<file path="config.mk">
export PLATFORM = sky130hd
export DESIGN_NAME = xreg_key_matcher
export DESIGN_NICKNAME = d
export VERILOG_FILES = /design/src/rtl/xkey_pkg.sv /design/src/rtl/xkey_datapath.sv /design/src/rtl/xkey_control.sv /design/src/rtl/xreg_key_matcher.sv
export SDC_FILE = /design/constraint.sdc
export NUM_CORES = 1
export LEC_CHECK = 0
export ABC_AREA = 0
export ABC_CLOCK_PERIOD_IN_PS = 3750
export BUFFER_PORTS_ARGS = -buffer_cell sky130_fd_sc_hd__buf_4
export CORE_MARGIN = 1.5
export CORE_UTILIZATION = 49
export DETAILED_ROUTE_END_ITERATION = 8
export PLACE_DENSITY_LB_ADDON = 0.12
export SETUP_SLACK_MARGIN = 0.02
export SYNTH_ARGS = -nofsm -noshare
export SYNTH_HDL_FRONTEND = slang
export SYNTH_HIERARCHICAL = 1
export SYNTH_SLANG_ARGS = --single-unit
</file>
<file path="constraint.sdc">
create_clock -name clk -period 3.75 [get_ports clk]
set_input_delay 0.5625 -clock clk [delete_from_list [all_inputs] [get_ports clk]]
set_output_delay 0.5625 -clock clk [all_outputs]
set_load 0.01 [all_outputs]
</file>
<file path="src/rtl/xkey_pkg.sv">
package xkey_pkg;
  localparam int KEY_LEN = 17;
  localparam int DATA_W  = 8;
  localparam int IDX_W   = $clog2(KEY_LEN);

  typedef struct packed {
    logic incIdx;
    logic loadOne;
    logic clrIdx;
  } idx_strobe_t;

  typedef enum logic {ST_HUNT = 1'b0, ST_OPEN = 1'b1} gate_state_t;

  // Fixed unlock key, position 0 first.
  function automatic logic [DATA_W-1:0] keyByte(input logic [IDX_W-1:0] pos);
    case (pos)
      5'd0:  keyByte = 8'hFF;
      5'd1:  keyByte = 8'h00;
      5'd2:  keyByte = 8'hFF;
      5'd3:  keyByte = 8'h77;
      5'd4:  keyByte = 8'hB3;
      5'd5:  keyByte = 8'h51;
      5'd6:  keyByte = 8'hA8;
      5'd7:  keyByte = 8'hD4;
      5'd8:  keyByte = 8'h62;
      5'd9:  keyByte = 8'h39;
      5'd10: keyByte = 8'h9C;
      5'd11: keyByte = 8'h46;
      5'd12: keyByte = 8'h2B;
      5'd13: keyByte = 8'h15;
      5'd14: keyByte = 8'h8A;
      5'd15: keyByte = 8'hCD;
      5'd16: keyByte = 8'hEE;
      default: keyByte = '0;
    endcase
  endfunction
endpackage

</file>
<file path="src/rtl/xkey_datapath.sv">
module xkey_datapath
  import xkey_pkg::*;
(
  input  logic              clk,
  input  logic              rstN,
  input  logic [DATA_W-1:0] wrData,
  input  idx_strobe_t       strobe,
  output logic              byteHit,
  output logic              firstHit,
  output logic              atLast,
  output logic [IDX_W-1:0]  idx
);
  localparam logic [IDX_W-1:0] LAST_POS = IDX_W'(KEY_LEN - 1);

  logic [IDX_W-1:0] idxNext;

  // Compare against the expected byte and against the key start.
  assign byteHit  = (wrData == keyByte(idx));
  assign firstHit = (wrData == keyByte('0));
  assign atLast   = (idx == LAST_POS);

  always_comb begin
    idxNext = idx;
    if (strobe.clrIdx)       idxNext = '0;
    else if (strobe.loadOne) idxNext = IDX_W'(1);
    else if (strobe.incIdx)  idxNext = idx + IDX_W'(1);
  end

  always_ff @(posedge clk or negedge rstN) begin
    if (!rstN) idx <= '0;
    else       idx <= idxNext;
  end
endmodule

</file>
<file path="src/rtl/xkey_control.sv">
module xkey_control
  import xkey_pkg::*;
#(
  parameter int unsigned ADDR_W = 8,
  parameter logic [ADDR_W-1:0] PORT_SEL = 8'hBC
) (
  input  logic              clk,
  input  logic              rstN,
  input  logic              ioWrEn,
  input  logic [ADDR_W-1:0] addrHi,
  input  logic              byteHit,
  input  logic              firstHit,
  input  logic              atLast,
  output idx_strobe_t       strobe,
  output logic              isOpen
);
  gate_state_t state, stateNext;
  logic        portWrite;

  assign portWrite = ioWrEn && (addrHi == PORT_SEL);
  assign isOpen    = (state == ST_OPEN);

  always_comb begin
    stateNext = state;
    strobe    = '0;
    if (state == ST_HUNT && portWrite) begin
      if (byteHit && atLast) begin
        strobe.clrIdx = 1'b1;
        stateNext     = ST_OPEN;
      end else if (byteHit) begin
        strobe.incIdx = 1'b1;
      end else if (firstHit) begin
        strobe.loadOne = 1'b1;
      end else begin
        strobe.clrIdx = 1'b1;
      end
    end
  end

  always_ff @(posedge clk or negedge rstN) begin
    if (!rstN) state <= ST_HUNT;
    else       state <= stateNext;
  end
endmodule

</file>
<file path="src/rtl/xreg_key_matcher.sv">
module xreg_key_matcher
  import xkey_pkg::*;
#(
  parameter int unsigned ADDR_W = 8,
  parameter logic [ADDR_W-1:0] PORT_SEL = 8'hBC
) (
  input  logic              clk,
  input  logic              rstN,
  input  logic              ioWrEn,
  input  logic [ADDR_W-1:0] addrHi,
  input  logic [DATA_W-1:0] wrData,
  output logic              unlocked,
  output logic [IDX_W-1:0]  matchIdx
);
  idx_strobe_t strobe;
  logic        byteHit, firstHit, atLast;

  xkey_control #(.ADDR_W(ADDR_W), .PORT_SEL(PORT_SEL)) u_ctrl (
    .clk(clk), .rstN(rstN), .ioWrEn(ioWrEn), .addrHi(addrHi),
    .byteHit(byteHit), .firstHit(firstHit), .atLast(atLast),
    .strobe(strobe), .isOpen(unlocked)
  );

  xkey_datapath u_dp (
    .clk(clk), .rstN(rstN), .wrData(wrData), .strobe(strobe),
    .byteHit(byteHit), .firstHit(firstHit), .atLast(atLast), .idx(matchIdx)
  );
endmodule

</file>
Word-level counts from Yosys, hierarchy flattened
Memories as Yosys holds them, arrays and structs flattened. Index checks and enable logic that the tools add are counted. Widths: inputs -> output; s select.

Div/mod/pow operators: 0. Multiplexer cells: 10. Bitwise operators: 1. Reduce and logical (&&, ||, !) cells: 5. Magnitude comparators: 0. Shift operators: 0. Equal/unequal tests: 4. Add/sub/neg operators: 1. $mul: 0.

Operator list (count): $eq 8x8->1 const B (2); $mux 5 (3); $eq 8x8->1 (1); $add 5x1->5 const B (1); $eq 5x5->1 const B (1); $mux 1 (4); $mux 2 (2); $logic_and 1x1->1 (3); $mux 3 (1); $reduce_bool 3->1 (1); $reduce_and 2->1 (1); $not 1->1 (1).

Logic and storage cells: 24. Flip-flop bits (word level): 6. Memories kept: 1. ROM bits: 256. Output and inout bits: 6. Input bits: 19. Bits in latches: 0. RAM bits: 0.

Memories: (name not given) (depth 32, width 8, rd ports 1, clocked after memory_dff 0, wr ports 0, line xkey_pkg.sv:16) `case (pos)`.

Depth between registers and ports, before layout
Gate-level depths: netlist (run 1).

Word-level depth: 8. Mapped depth: 13. Mapped depth without buffers: 12.

By module
Netlist (run 1), hierarchy kept.

By module, submodules not included: xkey_datapath (instances 1, area an instance 724.4 um^2, cells each 94, seq. area each 125.1 um^2); xkey_control (instances 1, area an instance 103.8 um^2, cells each 12, seq. area each 25.0 um^2).

Worst setup path after synthesis (run 1)
No wires, ideal clock.

Path type: register -> register. From: reg u_dp.idx[0]. To: reg u_dp.idx[3]. Cell stages (with the launch flop): 14. Arrival: 2.661 ns. Path buffers: 1. Required time: 3.664 ns. Slack: 1.003 ns. Setup time: 0.086 ns. Clock period less this slack: 2.747 ns. Path through: dfrtp_1 > buf_2 > inv_1 > ha_1 > a21oi_1 > a31oi_1 > a311oi_1 > o2111ai_1 > a21oi_1 > and4b_1 > and4_1 > nand4_1 > xnor2_1 > nor3_1.

RTL lines: start, declared (line xkey_datapath.sv:11) `output logic [IDX_W-1:0] idx`; start signal, assigned (line xkey_datapath.sv:31) `else idx <= idxNext;`.

==> impl_metrics.env, run 1 <==
export IMPL_grt_pass1_wl_um=3220
export IMPL_synth_top_family_by_area="simple AND/OR/NAND/NOR gates"
export IMPL_clk_latency_ns=0.25
export IMPL_setup_viol=0
export IMPL_root_buffer="clkbuf_4"
export IMPL_slew_viol_final=0
export IMPL_ys_seq_elements=6
export IMPL_grt_pass1_vias=743
export IMPL_synth_xor_area_frac=0.0846
export IMPL_p_clk_frac=0.306
export IMPL_drt_iter0_drc=23
export IMPL_ant_nets=0
export IMPL_arrival_ns=3.25
export IMPL_slew_headroom=0.631
export IMPL_fin_setup_tns_ns=0
export IMPL_via_per_inst=5.85
export IMPL_die_area_um2=1950
export IMPL_cts_buffers=3
export IMPL_drive_gt1_frac=0.287
export IMPL_synth_simple_area_share=0.329
export IMPL_vdd_drop_max_uv=220
export IMPL_wl_per_cell_um=13.4
export IMPL_drt_pre_antenna_iters=4
export IMPL_dp_hpwl_um=1540
export IMPL_pre_cts_ws_ns=0.707
export IMPL_postCtsResizedCells=0
export IMPL_gr_usage_all_layers=0.217
export IMPL_cap_violations=0
export IMPL_post_route_period_util=0.822
export IMPL_yosys_warnings=6
export IMPL_gr_total_overflow=0
export IMPL_syn_num_nets=131
export IMPL_die_width_um=44.1
export IMPL_place_area_um2=997
export IMPL_antenna_found_initial=0
export IMPL_ys_seq_area_frac=0.181
export IMPL_seqPwrFrac=0.385
export IMPL_avgSynthCellArea_um2=7.81
export IMPL_synth_compound_area_frac=0.233
export IMPL_synth_cell_types=44
export IMPL_hp_class="input port to asynchronous set/reset pin"
export IMPL_layout_setup_ws_ns=0.668
export IMPL_wirelength_um=1940
export IMPL_cts_tree="done"
export IMPL_layout_nets=156
export IMPL_reg2reg_depth=12
export IMPL_syn_inst=106
export IMPL_worst_ep_required_time_ns=3.91
export IMPL_die_h_um=44.1
export IMPL_path_max_fanout=12
export IMPL_p_sw_w=0.0000626
export IMPL_cp_end_kind="flip-flop"
export IMPL_cts_root_to_sink_buffers=2
export IMPL_layout_common_cells="24 x buf_4, 7 x nand2_1, 7 x nor2_1, 7 x xnor2_1"
export IMPL_post_cts_buffers=0
export IMPL_row_count=14
export IMPL_synth_area_um2=828
export IMPL_ios=25
export IMPL_cts_hold_repair_buffers=0
export IMPL_fin_skew_ns=0.00795
export IMPL_finalPower_w=0.000202
export IMPL_start_kind="flip-flop"
export IMPL_internal_power_w=0.000139
export IMPL_synthToLayoutAreaGrowth_pct=23.1
export IMPL_worstSetupPathType="flip-flop to flip-flop"
export IMPL_initial_core_util=0.537
export IMPL_final_cell_area_um2=1020
export IMPL_outcome="completed"
export IMPL_drc=0
export IMPL_rsz0062_at_grt="no"
export IMPL_clk_pin_slew_ns=0.05
export IMPL_htree_levels=1
export IMPL_tightestPinTransition_ns=0.554
export IMPL_max_freq_mhz=324
export IMPL_core_area_um2=1540
export IMPL_min_period_ns=3.08
export IMPL_p_comb_frac=0.309
export IMPL_p_leak_nw=0.461
export IMPL_final_hold_viol_count=0
export IMPL_power_density_nw_per_um2=198
export IMPL_synth_fa_ha_area_frac=0.0906
export IMPL_grt_max_degree=21
export IMPL_clkSinkCount=6
export IMPL_port_buffers=24
export IMPL_p_sw_frac=0.310
export IMPL_final_common_cell="buf_4"
export IMPL_globalplace_congestion=0.894
export IMPL_vias=848
export IMPL_antenna_cells=0
export IMPL_synthMuxAreaShare=0.0121
-- worst max-delay path, cell delays in order, from the launching register on --
cell	delay (ns)
dfrtp_1	0.58
inv_1	0.19
ha_1	0.39
a21oi_1	0.16
a31oi_1	0.06
a311oi_1	0.30
o2111ai_1	0.14
a21oi_1	0.14
and4b_1	0.29
and4_1	0.34
nand4_1	0.14
xnor2_1	0.16
nor3_1	0.13
-- Yosys cell counts (all sizes together) --
library cell,instances,area (um2)
nor3,4,20.0
or2,1,6.26
clkinv,1,3.75
and4b,3,30.0
buf,4,31.3
o2111ai,1,8.76
o21ai,6,30.0
xor2,1,8.76
inv,6,22.5
a32oi,1,8.76
mux2i,1,10.0
nand4,5,31.3
and4,2,17.5
dfrtp,6,150
nand2,8,32.5
o21bai,2,15.0
o22ai,1,12.5
a21o,3,22.5
a41o,1,10.0
or3,1,11.3
a211oi,1,7.51
and2,2,15.0
ha,6,75.1
nand2b,2,12.5
nor2b,3,21.3
a22oi,1,7.51
a21oi,5,25.0
xnor2,7,61.3
a31o,1,8.76
nand3b,1,7.51
o211ai,2,15.0
a311oi,1,8.76
nand4b,1,8.76
a31oi,2,12.5
nor2,9,38.8
nand3,4,20.0
-- final timing paths --
check	slack [ns]	endpoint	from
max	0.67	u_dp/idx[3]	u_dp/idx[0]
min	0.11	u_ctrl/isOpen	rstN
min in group clk	0.57	u_ctrl/isOpen	u_ctrl/isOpen
max in group asynchronous	3.51	u_dp/idx[0]	rstN
min reg2reg	0.57	u_ctrl/isOpen	u_ctrl/isOpen
max reg2reg	0.67	u_dp/idx[3]	u_dp/idx[0]
-- sequential cells by signal (all words and copies together), names as in the netlist --
signal,cells
u_dp/idx,5
u_ctrl/isOpen,1
-- through the flow --
stage | utilization | instances | hold slack [ns]
CTS | 0.662 | 145 | 0.113
floorplan | - | 106 | 0.267
finish | 0.662 | 145 | 0.113
global placement | 0.647 | 142 | 0.372
global route | 0.662 | 145 | 0.104
detailed placement | 0.647 | 142 | 0.379
-- logic make-up (layout without fill, tap and decap cells) --
family	Yosys count	in the layout
AND/OR/NAND/NOR	46	46
AO/OA/AOI/OAI	28	28
buffers and inverters	11	34
XOR/XNOR	8	8
adder cells (fa/ha/maj)	6	6
flip-flops	6	6
multiplexers	1	1
-- power groups by stage --
stage,Combinational [W],Clock (W),Sequential (W)
finish,0.0000624,0.0000617,0.0000777
global route,0.0000701,0.0000697,0.0000789
CTS,0.0000625,0.0000640,0.0000775
detailed placement,0.0000624,0,0.0000787
global placement,0.0000617,0,0.0000784
floorplan,0.0000435,0,0.0000734
-- cell type report --
cell class,instances,area [um2]
Multi-Input combinational cell,89,621
Fill cell,136,522
Timing Repair Buffer,24,180
Sequential cell,6,150
Inverter,7,26.3
Clock buffer,3,22.5
Tap cell,16,20.0
-- per-layer routing --
layer | wire length (um) | global-route usage
met1 | 945 | 0.303
met2 | 862 | 0.344
met3 | 108 | 0.0449
met4 | 22 | 0.0485
met5 | 0 | 0
(Power assumes the default switching activity.)
==> run 2, diff against run 1 <==
- ABC_CLOCK_PERIOD_IN_PS: 3750 -> 3100
- clock period: 3.75 -> 3.1 ns (I/O delays scaled with it)
==> impl_metrics.env, run 2 (synthesis results as in run 1) <==
export IMPL_drt_pre_antenna_iters=4
export IMPL_ios=25
export IMPL_rsz0062_at_grt="no"
export IMPL_arrival_ns=3.05
export IMPL_die_width_um=44.1
export IMPL_cts_root_to_sink_buffers=2
export IMPL_outcome="completed"
export IMPL_cp_cell_sequence="inv_1, ha_1, a21oi_1, a31oi_1, a311oi_1, o2111ai_1, a21oi_1, and4b_1, and4_2, nand4_1, xnor2_1, nor3_1"
export IMPL_worst_path_most_repeated_cell="a21oi_1"
export IMPL_clk_pin_slew_ns=0.04
export IMPL_fin_skew_ns=0.00472
export IMPL_worst_ep_required_time_ns=3.25
export IMPL_internal_power_w=0.000168
export IMPL_p_clk_frac=0.288
export IMPL_regMostFlops="u_dp/idx"
export IMPL_wirelength_um=2050
export IMPL_clkSinkCount=6
export IMPL_cp_end_kind="flip-flop"
export IMPL_wl_met1_um=943
export IMPL_drive_gt1_frac=0.313
export IMPL_vdd_drop_max_uv=407
export IMPL_gr_total_overflow=0
export IMPL_nFillCells=131
export IMPL_start_kind="flip-flop"
export IMPL_p_sw_frac=0.299
export IMPL_seqPwrFrac=0.394
export IMPL_globalplace_congestion=0.952
export IMPL_dp_hpwl_um=1630
export IMPL_path_buf_inv=1
export IMPL_core_area_um2=1540
export IMPL_fin_setup_tns_ns=0
export IMPL_max_freq_mhz=344
export IMPL_path_max_fanout=7
export IMPL_grt_max_degree=21
export IMPL_hp_class="input port to asynchronous set/reset pin"
export IMPL_hold_slack_ns=0.0198
export IMPL_layout_nets=158
export IMPL_port_buffers=24
export IMPL_instances_no_fill=147
export IMPL_dpl_cell_count=144
export IMPL_p_comb_frac=0.318
export IMPL_antenna_cells=0
export IMPL_antenna_found_initial=0
export IMPL_pre_cts_ws_ns=0.183
export IMPL_met3WireLength_um=163
export IMPL_cts_buffers=3
export IMPL_cpPeakStageDelay_ns=0.41
export IMPL_wl_per_cell_um=13.9
export IMPL_wl_met2_um=940
export IMPL_root_buffer="clkbuf_4"
export IMPL_dr_max_layer_used="met3"
export IMPL_drt_iter0_drc=39
export IMPL_p_sw_w=0.0000719
export IMPL_tightestPinTransition_ns=0.543
export IMPL_setup_viol=0
export IMPL_cap_violations=0
export IMPL_initial_core_util=0.537
export IMPL_die_h_um=44.1
export IMPL_layout_setup_ws_ns=0.194
export IMPL_post_cts_buffers=0
export IMPL_cts_tree="done"
export IMPL_vias=870
export IMPL_min_period_ns=2.91
export IMPL_place_area_um2=1010
export IMPL_p_leak_nw=0.472
export IMPL_gr_usage_all_layers=0.219
export IMPL_final_hold_viol_count=0
export IMPL_cpLargestDelayFamily="simple AND/OR/NAND/NOR gates"
export IMPL_slew_headroom=0.638
export IMPL_synthToLayoutAreaGrowth_pct=25.2
export IMPL_via_per_inst=5.92
export IMPL_htree_levels=1
export IMPL_drc=0
export IMPL_largest_reg_flops=5
export IMPL_ant_nets=0
export IMPL_power_density_nw_per_um2=231
export IMPL_final_common_cell="buf_4"
export IMPL_layout_common_cells="26 x buf_4, 7 x nand2_1, 7 x nor2_1, 7 x xnor2_1, 6 x ha_1"
export IMPL_clk_latency_ns=0.24
export IMPL_grt_pass1_wl_um=3260
export IMPL_die_area_um2=1950
export IMPL_post_route_period_util=0.937
export IMPL_slew_viol_final=0
export IMPL_final_cell_area_um2=1040
export IMPL_row_count=14
export IMPL_worstSetupPathType="flip-flop to flip-flop"
export IMPL_slowest_stage="dfrtp_2"
export IMPL_grt_pass1_vias=801
==> run 2: stage by stage <==
step / total power [W] / utilization
after global routing: 0.000257 / 0.673
after detailed placement: 0.000172 / 0.657
after floorplan: 0.000141 / -
after global placement: 0.000170 / 0.657
after CTS: 0.000244 / 0.671
final: 0.000240 / 0.673
==> run 2: power by group through the flow <==
stage          combinational [W]  sequential (W)  clock [W]
2_1_floorplan          0.0000526       0.0000887          0
3_3_place_gp           0.0000749       0.0000951          0
3_5_place_dp           0.0000760       0.0000956          0
4_1_cts                0.0000762       0.0000944  0.0000730
5_1_grt                0.0000843       0.0000960  0.0000769
6_report               0.0000764       0.0000946  0.0000690
==> run 2: metal layers <==
metal	global-route usage	vias to the layer above
li1	-	438
met1	0.299	396
met2	0.359	36
met3	0.0531	0
met4	0.0303	0
met5	0	-
==> run 2: layout make-up <==
cell class / instances / area, um2 / share of cell area
Timing Repair Buffer: 26 / 195 / 0.188
Tap cell: 16 / 20.0 / 0.0193
Sequential cell: 6 / 151 / 0.146
Clock buffer: 3 / 22.5 / 0.0217
Multi-Input combinational cell: 89 / 622 / 0.600
Inverter: 7 / 26.3 / 0.0253
==> run 2: path summary, 6_finish.rpt <==
check / start / end / slack [ns] / depth (start not counted)
min in group clk: u_ctrl/isOpen / u_ctrl/isOpen / 0.55 / 1
max: u_dp/idx[0] / u_dp/idx[3] / 0.19 / 12
min reg2reg: u_ctrl/isOpen / u_ctrl/isOpen / 0.55 / 1
max in group asynchronous: rstN / u_dp/idx[0] / 2.95 / 1
min: rstN / u_dp/idx[4] / 0.02 / 1
max reg2reg: u_dp/idx[0] / u_dp/idx[3] / 0.19 / 12
==> run 2: timing repair <==
action,CTS,global route
hold buffers,0,0
hold endpoints to repair,0,0
setup endpoints to repair,0,3
gates resized for setup,0,2
==> run 3, diff against run 2 <==
==> constraint.sdc (replaced) <==
create_clock -name clk -period 3.1 [get_ports clk]
set_input_delay 0 -clock clk [delete_from_list [all_inputs] [get_ports clk]]
set_output_delay 0 -clock clk [all_outputs]
set_load 0.01 [all_outputs]
==> impl_metrics.env, run 3 (synthesis results as in run 1) <==
export IMPL_outcome="completed"
export IMPL_antenna_cells=0
export IMPL_gr_usage_all_layers=0.224
export IMPL_cts_root_to_sink_buffers=2
export IMPL_dp_hpwl_um=1630
export IMPL_root_buffer="clkbuf_4"
export IMPL_clkSinkCount=6
export IMPL_vias=895
export IMPL_rsz0062_at_grt="no"
export IMPL_power_density_nw_per_um2=231
export IMPL_cpPeakStageDelay_ns=0.41
export IMPL_pre_cts_ws_ns=0.183
export IMPL_setup_viol=0
export IMPL_post_route_period_util=0.942
export IMPL_slew_viol_final=0
export IMPL_regMostFlops="u_dp/idx"
export IMPL_ant_nets=0
export IMPL_fin_setup_tns_ns=0
export IMPL_finalPower_w=0.000242
export IMPL_fin_skew_ns=0.00473
export IMPL_drive_gt1_frac=0.311
export IMPL_cap_violations=0
export IMPL_antenna_found_initial=0
export IMPL_htree_levels=1
export IMPL_instances_no_fill=148
export IMPL_r2r_slack_ns=0.18
export IMPL_p_leak_nw=0.476
export IMPL_grt_pass1_vias=805
export IMPL_cts_tree="done"
export IMPL_finish_utilization=0.679
export IMPL_final_hold_viol_count=0
export IMPL_cts_buffers=3
export IMPL_core_area_um2=1540
export IMPL_globalplace_congestion=0.952
export IMPL_hp_class="input port to asynchronous set/reset pin"
export IMPL_dpl_cell_count=144
export IMPL_worstSetupPathType="flip-flop to flip-flop"
export IMPL_die_h_um=44.1
export IMPL_clk_latency_ns=0.24
export IMPL_cp_end_kind="flip-flop"
export IMPL_drt_pre_antenna_iters=4
export IMPL_drc=0
export IMPL_slew_headroom=0.644
export IMPL_cp_cell_sequence="inv_1, ha_1, a21oi_1, a31oi_1, a311oi_1, o2111ai_1, a21oi_1, and4b_1, and4_2, nand4_1, xnor2_1, nor3_1"
export IMPL_drt_iter0_drc=41
export IMPL_wl_per_cell_um=14.2
export IMPL_port_buffers=24
export IMPL_max_freq_mhz=342
export IMPL_worst_path_most_repeated_cell="a21oi_1"
export IMPL_path_buf_inv=1
export IMPL_clk_pin_slew_ns=0.04
export IMPL_wirelength_um=2100
export IMPL_die_area_um2=1950
export IMPL_worst_ep_required_time_ns=3.25
export IMPL_layout_setup_ws_ns=0.178
export IMPL_min_period_ns=2.92
export IMPL_vdd_drop_max_uv=406
export IMPL_final_common_cell="buf_4"
export IMPL_cpLargestDelayFamily="simple AND/OR/NAND/NOR gates"
export IMPL_layout_common_cells="26 x buf_4, 7 x nand2_1, 7 x nor2_1, 7 x xnor2_1, 6 x ha_1"
export IMPL_gr_total_overflow=0
export IMPL_layout_nets=159
export IMPL_initial_core_util=0.537
export IMPL_grt_max_degree=21
export IMPL_die_width_um=44.1
export IMPL_slowest_stage="dfrtp_2"
export IMPL_row_count=14
export IMPL_start_kind="flip-flop"
export IMPL_ios=25
export IMPL_tightestPinTransition_ns=0.534
export IMPL_largest_reg_flops=5
export IMPL_path_max_fanout=7
export IMPL_grt_pass1_wl_um=3320
export IMPL_synthToLayoutAreaGrowth_pct=26.4
export IMPL_arrival_ns=3.07
export IMPL_via_per_inst=6.05
-- run 3: changes by cell type in the layout (fill, tap and decap cells not counted) --
cell and change:
dlygate4sd3_1 +1
-- run 3: layout make-up --
cell class / instances / area [um2]
timing repair buffer: 27 / 205
multi-input combinational: 89 / 622
inverter: 7 / 26.3
fill: 127 / 494
clock buffer: 3 / 22.5
sequential: 6 / 151
tap: 16 / 20.0
-- run 3: path summary, 6_finish.rpt --
check | cells past startpoint | end | startpoint
worst max-delay path | 12 | u_dp/idx[3] | u_dp/idx[0]
worst min-delay path | 2 | u_ctrl/isOpen | rstN
worst max register to register | 12 | u_dp/idx[3] | u_dp/idx[0]
worst min register to register | 1 | u_ctrl/isOpen | u_ctrl/isOpen
max in group asynchronous | 2 | u_dp/idx[0] | rstN
min in group clk | 3 | u_ctrl/isOpen | addrHi[1]
-- run 3: report_power, final --
part           switching, W  total (W)  internal, W
Clock             0.0000255  0.0000691    0.0000436
Sequential        0.0000129  0.0000946    0.0000817
Combinational     0.0000342  0.0000780    0.0000438
-- run 3: what timing repair did --
| action | in CTS | in global routing |
|---|---|---|
| hold buffers | 1 | 0 |
| setup endpoints to repair | 0 | 3 |
| endpoints found under the hold margin | 6 | 0 |
| setup buffers | 0 | 0 |
| resized for setup | 0 | 2 |
-- run 3: worst reg2reg max path: stages (launching register included) --
cell and delay (ns):
dfrtp_2 0.41, inv_1 0.12, ha_1 0.36, a21oi_1 0.17
a31oi_1 0.06, a311oi_1 0.35, o2111ai_1 0.15, a21oi_1 0.15
and4b_1 0.28, and4_2 0.31, nand4_1 0.13, xnor2_1 0.17
nor3_1 0.17
-- run 3: per-stage QoR --
stage | area, um2 | hold WS, ns
floorplan | 828 | -0.296
detailed placement | 1010 | -0.189
global route | 1050 | 0.133
CTS | 1040 | 0.0920
global placement | 1010 | -0.191
finish | 1050 | 0.134
-- run 3: per-layer routing --
layer | share of wire | GRT usage | vias up
li1 | - | - | 441
met1 | 0.44 | 0.304 | 408
met2 | 0.46 | 0.365 | 44
met3 | 0.090 | 0.0490 | 2
met4 | 0.0067 | 0.0485 | 0
met5 | 0 | 0 | -
